===== src/rtl/md_pkg.sv =====
package md_pkg;

  // Strobes from control to datapath
  typedef struct packed {
    logic load;   // capture operands, clear working registers
    logic step;   // perform one bit iteration
    logic last;   // this step is the final one: publish results
  } mdStrobe_t;

endpackage


===== src/rtl/md_ctrl.sv =====
module md_ctrl
  import md_pkg::*;
#(
  parameter int ITER = 8
) (
  input  logic       clk,
  input  logic       rstN,
  input  logic       startReq,
  output mdStrobe_t  strb,
  output logic       done
);

  localparam int CNT_W = (ITER > 1) ? $clog2(ITER) : 1;
  localparam logic [CNT_W-1:0] LAST_CNT = CNT_W'(ITER - 1);

  typedef enum logic {ST_IDLE, ST_RUN} ctrlState_t;

  ctrlState_t       state;
  logic [CNT_W-1:0] iterCnt;

  always_comb begin
    strb.load = (state == ST_IDLE) && startReq;
    strb.step = (state == ST_RUN);
    strb.last = (state == ST_RUN) && (iterCnt == LAST_CNT);
  end

  always_ff @(posedge clk or negedge rstN) begin
    if (!rstN) begin
      state   <= ST_IDLE;
      iterCnt <= '0;
      done    <= 1'b0;
    end else begin
      done <= strb.last;
      if (strb.load) begin
        state   <= ST_RUN;
        iterCnt <= '0;
      end else if (strb.step) begin
        iterCnt <= iterCnt + 1'b1;
        if (strb.last) state <= ST_IDLE;
      end
    end
  end


  start_to_step_chk: assert property (@(posedge clk) disable iff (!rstN)
    strb.load |=> (strb.step && !done));


  done_pulse_chk: assert property (@(posedge clk) disable iff (!rstN)
    done |=> !done);


  busy_no_load_chk: assert property (@(posedge clk) disable iff (!rstN)
    (strb.step && !strb.last) |=> (strb.step && !strb.load));

endmodule


===== src/rtl/md_datapath.sv =====
module md_datapath
  import md_pkg::*;
#(
  parameter int WIDTH = 8
) (
  input  logic             clk,
  input  logic             rstN,
  input  mdStrobe_t        strb,
  input  logic             opDiv,
  input  logic [WIDTH-1:0] opA,
  input  logic [WIDTH-1:0] opB,
  output logic [WIDTH-1:0] resA,
  output logic [WIDTH-1:0] resB,
  output logic             flagC,
  output logic             flagOv
);

  logic             isDiv;
  logic [WIDTH-1:0] origA;
  logic [WIDTH-1:0] operandB;
  logic [WIDTH-1:0] hiReg;
  logic [WIDTH-1:0] loReg;

  // Multiply step: conditional add into the high half, then shift right
  logic [WIDTH:0]   mulSum;
  logic [WIDTH-1:0] mulHi, mulLo;

  // Divide step: shift left one dividend bit into the remainder, trial subtract
  logic [WIDTH:0]   divShift;
  logic             divFits;
  logic [WIDTH-1:0] divRem;
  logic [WIDTH-1:0] divHi, divLo;

  logic [WIDTH-1:0] nextHi, nextLo;
  logic             divByZero;

  always_comb begin
    mulSum   = {1'b0, hiReg} + (loReg[0] ? {1'b0, operandB} : '0);
    mulHi    = mulSum[WIDTH:1];
    mulLo    = {mulSum[0], loReg[WIDTH-1:1]};

    divShift = {hiReg, loReg[WIDTH-1]};
    divFits  = (divShift >= {1'b0, operandB});
    divRem   = divShift[WIDTH-1:0] - operandB;
    divHi    = divFits ? divRem : divShift[WIDTH-1:0];
    divLo    = {loReg[WIDTH-2:0], divFits};

    nextHi    = isDiv ? divHi : mulHi;
    nextLo    = isDiv ? divLo : mulLo;
    divByZero = (operandB == '0);
  end

  always_ff @(posedge clk or negedge rstN) begin
    if (!rstN) begin
      isDiv    <= 1'b0;
      origA    <= '0;
      operandB <= '0;
      hiReg    <= '0;
      loReg    <= '0;
      resA     <= '0;
      resB     <= '0;
      flagC    <= 1'b0;
      flagOv   <= 1'b0;
    end else if (strb.load) begin
      isDiv    <= opDiv;
      origA    <= opA;
      operandB <= opB;
      hiReg    <= '0;
      loReg    <= opA;
    end else if (strb.step) begin
      hiReg <= nextHi;
      loReg <= nextLo;
      if (strb.last) begin
        flagC <= 1'b0;
        if (isDiv && divByZero) begin
          resA   <= origA;
          resB   <= operandB;
          flagOv <= 1'b1;
        end else begin
          resA   <= nextLo;
          resB   <= nextHi;
          flagOv <= isDiv ? 1'b0 : (nextHi != '0);
        end
      end
    end
  end


  mul_ov_chk: assert property (@(posedge clk) disable iff (!rstN)
    ($past(strb.last) && !isDiv) |-> (flagOv == (resB != '0)));


  div_rem_chk: assert property (@(posedge clk) disable iff (!rstN)
    ($past(strb.last) && isDiv && !divByZero) |-> (!flagOv && (resB < operandB)));


  div_zero_chk: assert property (@(posedge clk) disable iff (!rstN)
    ($past(strb.last) && isDiv && divByZero) |-> (flagOv && (resA == origA)));


  carry_clear_chk: assert property (@(posedge clk) disable iff (!rstN)
    $past(strb.last) |-> !flagC);

endmodule


===== src/rtl/md_unit.sv =====
module md_unit #(
  parameter int WIDTH = 8
) (
  input  logic             clk,
  input  logic             rstN,
  input  logic             startReq,
  input  logic             opDiv,
  input  logic [WIDTH-1:0] opA,
  input  logic [WIDTH-1:0] opB,
  output logic [WIDTH-1:0] resA,
  output logic [WIDTH-1:0] resB,
  output logic             flagC,
  output logic             flagOv,
  output logic             done
);

  md_pkg::mdStrobe_t strb;

  md_ctrl #(.ITER(WIDTH)) u_ctrl (
    .clk      (clk),
    .rstN     (rstN),
    .startReq (startReq),
    .strb     (strb),
    .done     (done)
  );

  md_datapath #(.WIDTH(WIDTH)) u_dp (
    .clk    (clk),
    .rstN   (rstN),
    .strb   (strb),
    .opDiv  (opDiv),
    .opA    (opA),
    .opB    (opB),
    .resA   (resA),
    .resB   (resB),
    .flagC  (flagC),
    .flagOv (flagOv)
  );

endmodule


===== config.mk =====
export PLATFORM = sky130hd
export DESIGN_NAME = md_unit
export DESIGN_NICKNAME = d
export VERILOG_FILES = /design/src/rtl/md_pkg.sv /design/src/rtl/md_ctrl.sv /design/src/rtl/md_datapath.sv /design/src/rtl/md_unit.sv
export SDC_FILE = /design/constraint.sdc
export NUM_CORES = 1
export LEC_CHECK = 0
export BUFFER_PORTS_ARGS = -buffer_cell sky130_fd_sc_hd__buf_2
export CORE_ASPECT_RATIO = 1.1
export CORE_MARGIN = 2
export CORE_UTILIZATION = 40
export CTS_CLUSTER_SIZE = 30
export DETAILED_ROUTE_END_ITERATION = 8
export GPL_TIMING_DRIVEN = 0
export PLACE_DENSITY_LB_ADDON = 0.2
export SLEW_MARGIN = 20
export SYNTH_ARGS = -nofsm -noshare
export SYNTH_HDL_FRONTEND = slang
export SYNTH_HIERARCHICAL = 1
export SYNTH_SLANG_ARGS = --single-unit

===== constraint.sdc =====
create_clock -name clk -period 2.2 [get_ports clk]
set_input_delay 0 -clock clk [delete_from_list [all_inputs] [get_ports clk]]
set_output_delay 0 -clock clk [all_outputs]
set_load 0.02 [all_outputs]

==> impl_metrics.tcl, run 1 <==
set metrics [dict create \
    outcome "finished, violations left" \
    violations "negative setup slack" \
    yosys-mux-area-fraction_pct 6.30 \
    setup_viol 18 \
    die_area_mm2 0.00903 \
    cp_max_fo 6 \
    path_cells "and2_4 > ha_4 > inv_2 > fa_2 > nor2b_2 > o31a_1 > o31a_1 > buf_4 > o311ai_4 > buf_4 > a22o_1" \
    syn-num-nets 399 \
    yosysTopAreaCellShare_pct 41.5 \
    place_ws_ps -454 \
    dp_hpwl_mm 5.81 \
    timing.rr.start "u_dp/loReg[0]$_DFFE_PN0P_" \
    timing.critical_path.from "u_dp/loReg[0]$_DFFE_PN0P_" \
    seq_area_frac_synth_pct 41.5 \
    synth-adder-area-share_pct 8.00 \
    yosys_register_bits 55 \
    io_pins 39 \
    path_class "flop to flop" \
    worst-r2r-setup-slack_ps -290 \
    drt-pass1-iter-count 4 \
    clk-insertion-delay-late_ps 310 \
    grt_first_pass_wirelength_mm 14.1 \
    finalHoldViolCount 0 \
    synth_xor_area_share_pct 1.59 \
    clock_sinks 55 \
    crit_path_end_kind "flop" \
    timing.final.crit_share_pct 113 \
    ys_async_sr_fraction_pct 100 \
    drc 0 \
    antenna_found_initial 0 \
    start_kind "flop" \
    slowest_stage "dfrtp_2" \
    core_mm2 0.00800 \
    yosysUniqueCellTypes 60 \
    worstMarginPinSlew_ps 794 \
    synth_area_mm2 0.00331 \
    fp-row-count 34 \
    rsz0062_at_grt "yes" \
    synth_edf_count 0 \
    synthTopCellsByArea "dfrtp_1 (42%), o21ai_0 (7.1%), ha_1 (6.8%), nand2_1 (5.1%), mux2i_1 (4.8%)" \
    clk_pin_slew_ps 100 \
    die_x_um 90.8 \
    grtUsageTotal_pct 19.4 \
    ys.warnings.count 6 \
    max_stage_delay_ps 470 \
    grt_pass1_vias 2922 \
    synth_common_cells "dfrtp_1 (55), o21ai_0 (47), nand2_1 (45)" \
    grt_max_degree 56 \
    worstPathRequired_ps 2450 \
    cp.arrival_ps 2740 \
    clock-root-buffer "clkbuf_8" \
    critPathTopFamily "compound AO/OA/AOI/OAI gates" \
    overflow 0 \
    start_util_pct 41.4 \
    yosys.area.top_type "dfrtp_1" \
    drive_gt1_share_pct 31.5 \
    layout.nets 487 \
    slew_headroom_pct 47.0 \
    slew_viol_final 0 \
    maxCapViolations 0 \
    max_freq_ghz 0.402 \
    vias 2890 \
    fin_util_pct 55.2 \
    ant_nets 0 \
    cp.buffers_inverters 3 \
    drt_iter0_drc 121 \
    syn_to_final_growth_pct 33.3 \
    synth_top_family_by_area "compound AO/OA/AOI/OAI gates" \
    fillers 760 \
    antenna_cells 0 \
    via_per_inst 5.21 \
    htreeDepth 2 \
    setup_ws_ps -287 \
    fin_crit_ps 2490 \
    synth_compound_area_share_pct 19.9 \
    cts_buffers 5 \
    cts_tree "built" \
    wl_per_cell_um 15.5 \
    hold_class "input port to async pin" \
    cts_max_path_buffers 2 \
    ys.flop_type "dfrtp_1" \
    synth_cells 359 \
    yosys.area_share.simple_pct 17.3 \
    yosys.cell_count.top_type "dfrtp_1" \
    synth_area_per_cell_um2 9.23 \
    die_y_um 99.5 \
    port-buffer-count 37 \
    gp_congestion 0.930 \
    fin_skew_ps 5.16 \
    drt_wl_total_mm 8.61 \
]
area by class of cell:
class,count,area [um^2],share of cell area [%]
buffer,18,91.3,2.07
clock buffer,6,82.6,1.87
clock inverter,1,8.76,0.198
inverter,24,90.1,2.04
multi-input combinational,262,2040,46.2
sequential,55,1380,31.2
tap,108,135,3.06
timing repair buffer,81,588,13.3
logic make-up after synthesis:
logic type / after synthesis
xor gates and xnor gates: 6
and+or+nand+nor: 114
muxes: 20
DFF: 55
other: 1
adders and majority gates: 20
buffers and inverters: 42
AOI/OAI and AO/OA: 101
final timing paths:
kind | depth (start not counted) | end
min | 2 | u_dp/operandB[6]$_DFFE_PN0P_
max | 11 | u_dp/resB[5]$_DFFE_PN0P_
max reg2reg | 11 | u_dp/resB[5]$_DFFE_PN0P_
min reg2reg | 2 | u_dp/resA[6]$_DFFE_PN0P_
min in group clk | 4 | u_dp/operandB[3]$_DFFE_PN0P_
max in group asynchronous | 2 | u_dp/hiReg[4]$_DFFE_PN0P_
flip-flops by register name, summed over array words and instances, names as in the netlist:
name	cells
u_dp/isDiv	1
u_dp/hiReg	8
u_ctrl/iterCnt	3
u_dp/loReg	8
u_dp/origA	8
u_ctrl/done	1
u_dp/operandB	8
u_ctrl/state	1
u_dp/flagOv	1
u_dp/resB	8
u_dp/resA	8
timing repair:
action,CTS,global route
pin swaps,20,12
endpoints found under the hold margin,81,0
buffers inserted,21,6
endpoints found under the setup margin,26,26
hold buffers,19,0
gates resized for setup,59,15
worst reg2reg max path: stages, from the launching register on:
cell and delay, ps:
dfrtp_2 470, and2_4 160, ha_4 160, inv_2 50
fa_2 200, nor2b_2 60, o31a_1 350, o31a_1 290
buf_4 150, o311ai_4 270, buf_4 170, a22o_1 100
cell usage in the layout, fill, tap and decap left out, types with 4 or more instances in the layout:
cell type	count
nor2_1	19
mux2i_1	16
inv_1	18
buf_6	7
dfrtp_1	53
ha_1	9
buf_2	38
dlygate4sd3_1	19
inv_2	6
a21oi_2	6
clkbuf_8	6
buf_4	23
nor3_1	4
and2_1	5
a21oi_1	10
o21ai_1	6
nand3_1	9
o21a_1	4
ha_4	9
clkbuf_1	7
o21ai_0	41
a22o_1	6
nand2_1	44
routing by layer:
metal  up-vias  global-route usage (%)  wire length [um]
met5         -                       0                 0
met4         0                    5.48               116
met3        13                    2.95               202
met2        45                    34.8              4490
met1      1398                    24.3              3800
li1       1434                       -                 -
metrics by stage:
step / instances / TNS [ps] / cell area (um^2) / hold WS, ps
2_1_floorplan: 359 / -174 / 3320 / -296
4_1_cts: 549 / -1900 / 4330 / 312
6_report: 555 / -2490 / 4420 / 263
3_3_place_gp: 504 / -4670 / 3640 / 210
3_5_place_dp: 504 / -4320 / 3650 / 110
5_1_grt: 555 / -4910 / 4420 / 352
Power of run 1 is not shown: default switching activity piles up to over one toggle a cycle in this logic, so the estimate is an artifact.
==> inputs of run 2 (changes only) <==
==> constraint.sdc (replaced) <==
create_clock -name clk -period 2.6 [get_ports clk]
set_input_delay 0 -clock clk [delete_from_list [all_inputs] [get_ports clk]]
set_output_delay 0 -clock clk [all_outputs]
set_load 0.02 [all_outputs]
==> run 2 against run 1 <==
Compared with the run above: the run now ends clean; cell count decreased by 2.0%; critical path type unchanged; global-route usage shrank 0.91 points; hold slack improved by 10 ps; count of clock-buffer cells in the layout down 1; maximum frequency shrank 0.31%; die area did not move.
==> impl_metrics.tcl, run 2 (synthesized netlist as in run 1, its figures left out) <==
set metrics [dict create \
    layout.nets 475 \
    grt_pass1_vias 2815 \
    crit_path_end_kind "flop" \
    placed_area_mm2 0.00364 \
    clock_sinks 55 \
    clk_pin_slew_ps 110 \
    ant_nets 0 \
    timing.final.crit_share_pct 95.9 \
    port-buffer-count 37 \
    cts_max_path_buffers 2 \
    worstMarginPinSlew_ps 713 \
    rsz0062_at_grt "yes" \
    dp_hpwl_mm 5.78 \
    cts_buffers 5 \
    setup_viol 0 \
    maxCapViolations 0 \
    fin_crit_ps 2490 \
    timing.critical_path.from "u_dp/operandB[0]$_DFFE_PN0P_" \
    antenna_found_initial 0 \
    clk-insertion-delay-late_ps 320 \
    die_x_um 90.8 \
    gp_congestion 0.841 \
    outcome "finished clean" \
    path_class "flop to flop" \
    wl_per_cell_um 14.9 \
    cp.arrival_ps 2700 \
    drc 0 \
    cts_tree "built" \
    drt-pass1-iter-count 4 \
    start_kind "flop" \
    hold_class "input port to async pin" \
    max_freq_ghz 0.401 \
    grt_max_degree 56 \
    start_util_pct 41.4 \
    slew_headroom_pct 52.5 \
    vias 2855 \
    cp_max_fo 4 \
    io_pins 39 \
    drive_gt1_share_pct 25.0 \
    slew_viol_final 0 \
    syn_to_final_growth_pct 25.6 \
    via_per_inst 5.25 \
    worstPathRequired_ps 2810 \
    grt_first_pass_wirelength_mm 13.6 \
    postLayoutCellArea_mm2 0.00416 \
    grtUsageTotal_pct 18.5 \
    fp-row-count 34 \
    fin_skew_ps 12.2 \
    clock-root-buffer "clkbuf_8" \
    core_mm2 0.00800 \
    overflow 0 \
    final_cell_mix "dfrtp_1 (52), o21ai_0 (47), nand2_1 (45)" \
    die_area_mm2 0.00903 \
    final_common_cell "dfrtp_1" \
    finalHoldViolCount 0 \
    drt_wl_total_mm 8.13 \
    htreeDepth 2 \
    die_y_um 99.5 \
    drt_iter0_drc 72 \
    timing.rr.start "u_dp/operandB[0]$_DFFE_PN0P_" \
    antenna_cells 0 \
]
run 2: cell types whose count changed in the layout (fill, tap and decap cells not counted), moves of 4 or more:
cell and change:
ha_4 -6, o21ai_1 -5, ha_1 +4, buf_4 -7, o21ai_0 +6, buf_6 -6
run 2: repair_timing:
| action | in CTS | in global routing |
|---|---|---|
| hold endpoints to repair | 81 | 0 |
| endpoints found under the setup margin | 4 | 9 |
| gates cloned | 0 | 0 |
| buffers inserted | 3 | 10 |
| pin swaps | 2 | 6 |
| hold buffers | 19 | 0 |
| resized for setup | 4 | 28 |
run 2: final timing paths:
check	endpoint	slack, ps	cells after the start
min reg2reg	u_dp/resA[7]$_DFFE_PN0P_	480	2
min	u_dp/operandB[7]$_DFFE_PN0P_	270	2
max	u_dp/flagOv$_DFFE_PN0P_	110	11
max reg2reg	u_dp/flagOv$_DFFE_PN0P_	110	11
max in group asynchronous	u_dp/hiReg[0]$_DFFE_PN0P_	1810	2
min in group clk	u_dp/operandB[6]$_DFFE_PN0P_	420	4
run 2: through the flow:
| step | util [%] | worst slack [ps] | setup TNS, ps | cells | hold slack [ps] |
|---|---|---|---|---|---|
| floorplan | - | 278 | 0 | 359 | -296 |
| global placement | 45.4 | -92.4 | -104 | 504 | 214 |
| detailed placement | 45.5 | -91.0 | -159 | 504 | 105 |
| CTS | 49.5 | 3.85 | 0 | 534 | 301 |
| global route | 52.1 | -25.3 | -50.3 | 544 | 347 |
| finish | 52.1 | 106 | 0 | 544 | 273 |
run 2: worst max-delay path, cell delays in order (launching register included):
cell	delay (ps)
dfrtp_1	450
and2_1	180
ha_1	190
inv_1	70
fa_1	220
nor2b_2	60
o31a_1	270
o31a_1	320
nor4_2	250
a211oi_2	110
nor4_2	160
a21oi_1	100
run 2: final cells by class:
type                            count  area [um^2]
Buffer                             18         85.1
Clock buffer                        5         68.8
Clock inverter                      3         23.8
Fill cell                         796         3830
Inverter                           24         90.1
Multi-Input combinational cell    262         1910
Sequential cell                    55         1380
Tap cell                          108          135
Timing Repair Buffer               69          475
run 2: layer usage:
| metal | share of wire (%) | GRT usage [%] | up-vias | routed length [um] |
|---|---|---|---|---|
| met5 | 0 | 0 | - | 0 |
| met4 | 1.8 | 5.01 | 0 | 145 |
| met2 | 51 | 33.1 | 43 | 4150 |
| met1 | 45 | 23.7 | 1385 | 3650 |
| li1 | - | - | 1413 | - |
| met3 | 2.3 | 2.27 | 14 | 184 |
Power of run 2 is left out for the same reason.
==> inputs of run 3 (changes only) <==
--- a/config.mk
+++ b/config.mk
@@ -12,7 +12,7 @@
 export CTS_CLUSTER_SIZE = 30
 export DETAILED_ROUTE_END_ITERATION = 8
 export GPL_TIMING_DRIVEN = 0
-export PLACE_DENSITY_LB_ADDON = 0.2
+export PLACE_DENSITY_LB_ADDON = 0.3
 export SLEW_MARGIN = 20
 export SYNTH_ARGS = -nofsm -noshare
 export SYNTH_HDL_FRONTEND = slang
==> run 3 against run 2 <==
Compared with the run above: first-iteration DRC count up 38%; global-route usage up 0.20 points; setup slack worse by 76 ps; register-to-register slack worse by 80 ps; via count up 1.1%; critical path depth unchanged; critical path type unchanged; highest routed layer unchanged.
==> impl_metrics.tcl, run 3 (synthesized netlist as in run 1, its figures left out) <==
set metrics [dict create \
    worstMarginPinSlew_ps 740 \
    clock_sinks 55 \
    layout.nets 477 \
    max_stage_delay_ps 450 \
    drt-pass1-iter-count 4 \
    place_ws_ps -89.3 \
    die_x_um 90.8 \
    path_cells "and2_4 > ha_4 > inv_2 > fa_2 > nor2b_2 > o31a_1 > o31a_1 > nor4_2 > a211oi_2 > nor4_2 > a21oi_1" \
    cp.buffers_inverters 1 \
    syn_to_final_growth_pct 26.7 \
    wl_per_cell_um 15.2 \
    grt_first_pass_wirelength_mm 13.6 \
    cts_tree "built" \
    fillers 797 \
    die_y_um 99.5 \
    drt_wl_total_mm 8.31 \
    setup_viol 0 \
    fp-row-count 34 \
    grtUsageTotal_pct 18.7 \
    finalHoldViolCount 0 \
    worstPathRequired_ps 2800 \
    final_common_cell "dfrtp_1" \
    slew_viol_final 0 \
    overflow 0 \
    max_freq_ghz 0.389 \
    cp_max_fo 5 \
    via_per_inst 5.29 \
    timing.final.crit_share_pct 98.9 \
    maxCapViolations 0 \
    vias 2886 \
    hold_class "input port to async pin" \
    clk-insertion-delay-late_ps 320 \
    cts_buffers 5 \
    cp.arrival_ps 2770 \
    core_mm2 0.00800 \
    dp_hpwl_mm 5.82 \
    critPathTopFamily "compound AO/OA/AOI/OAI gates" \
    cts_max_path_buffers 2 \
    fin_util_pct 52.5 \
    start_kind "flop" \
    clk_pin_slew_ps 110 \
    drive_gt1_share_pct 25.6 \
    path_class "flop to flop" \
    slew_headroom_pct 50.7 \
    port-buffer-count 37 \
    drc 0 \
    holdWs_ps 251 \
    antenna_cells 0 \
    fin_skew_ps 10.0 \
    setup_ws_ps 29.7 \
    slowest_stage "dfrtp_2" \
    start_util_pct 41.4 \
    antenna_found_initial 0 \
    ant_nets 0 \
    crit_path_end_kind "flop" \
    final_cell_mix "dfrtp_1 (53), o21ai_0 (47), nand2_1 (45)" \
    htreeDepth 2 \
    grt_max_degree 56 \
    gp_congestion 0.910 \
    io_pins 39 \
    outcome "finished clean" \
    fin_crit_ps 2570 \
    rsz0062_at_grt "yes" \
    clock-root-buffer "clkbuf_8" \
    grt_pass1_vias 2932 \
    drt_iter0_drc 99 \
    die_area_mm2 0.00903 \
]
[run 3: worst paths after layout]
path / slack (ps) / startpoint / endpoint / cells past startpoint
max in group asynchronous: 1820 / rstN / u_dp/loReg[0]$_DFFE_PN0P_ / 2
min reg2reg: 490 / u_dp/resB[2]$_DFFE_PN0P_ / u_dp/resB[2]$_DFFE_PN0P_ / 2
max reg2reg: 30 / u_dp/loReg[0]$_DFFE_PN0P_ / u_dp/flagOv$_DFFE_PN0P_ / 11
min in group clk: 420 / opB[5] / u_dp/operandB[5]$_DFFE_PN0P_ / 4
max: 30 / u_dp/loReg[0]$_DFFE_PN0P_ / u_dp/flagOv$_DFFE_PN0P_ / 11
min: 250 / rstN / u_dp/operandB[7]$_DFFE_PN0P_ / 2
[run 3: metal layers]
layer  up-vias  track usage (%)  share of wire (%)
met2        51             34.0                 52
met5         -                0                  0
met4         0             6.18                1.7
met3        15             2.65                2.5
met1      1412             22.8                 44
li1       1408                -                  -
[run 3: layout make-up]
type | count | area, um^2 | area share [%]
multi-input combinational | 262 | 1920 | 45.8
sequential | 55 | 1380 | 32.8
timing repair buffer | 71 | 494 | 11.8
tap | 108 | 135 | 3.22
inverter | 24 | 90.1 | 2.15
buffer | 18 | 85.1 | 2.03
clock buffer | 5 | 68.8 | 1.64
clock inverter | 3 | 23.8 | 0.566
[run 3: repair_timing]
action                     CTS  global route
gates resized for setup      7            27
gates cloned                 0             0
pin swaps                    2            12
hold endpoints to repair    81             0
setup buffers                3            12
setup endpoints to repair    3             6
hold buffers                19             0
[run 3: metrics by stage]
stage,instance area (um^2),TNS [ps],std cells
2_1_floorplan,3310,0,359
3_3_place_gp,3630,-54.0,504
3_5_place_dp,3640,-160,504
4_1_cts,3970,0,534
5_1_grt,4200,-215,546
6_report,4200,0,546
[run 3: worst reg2reg max path: cells and delay by family, from the launching register on]
family / cells / cell delay (ps)
AND/OR/NAND/NOR: 4 / 710
adder cells (fa/ha/maj): 2 / 370
flip-flops: 1 / 450
buffers and inverters: 1 / 50
AO/OA/AOI/OAI: 4 / 880
Power of run 3 is left out for the same reason.
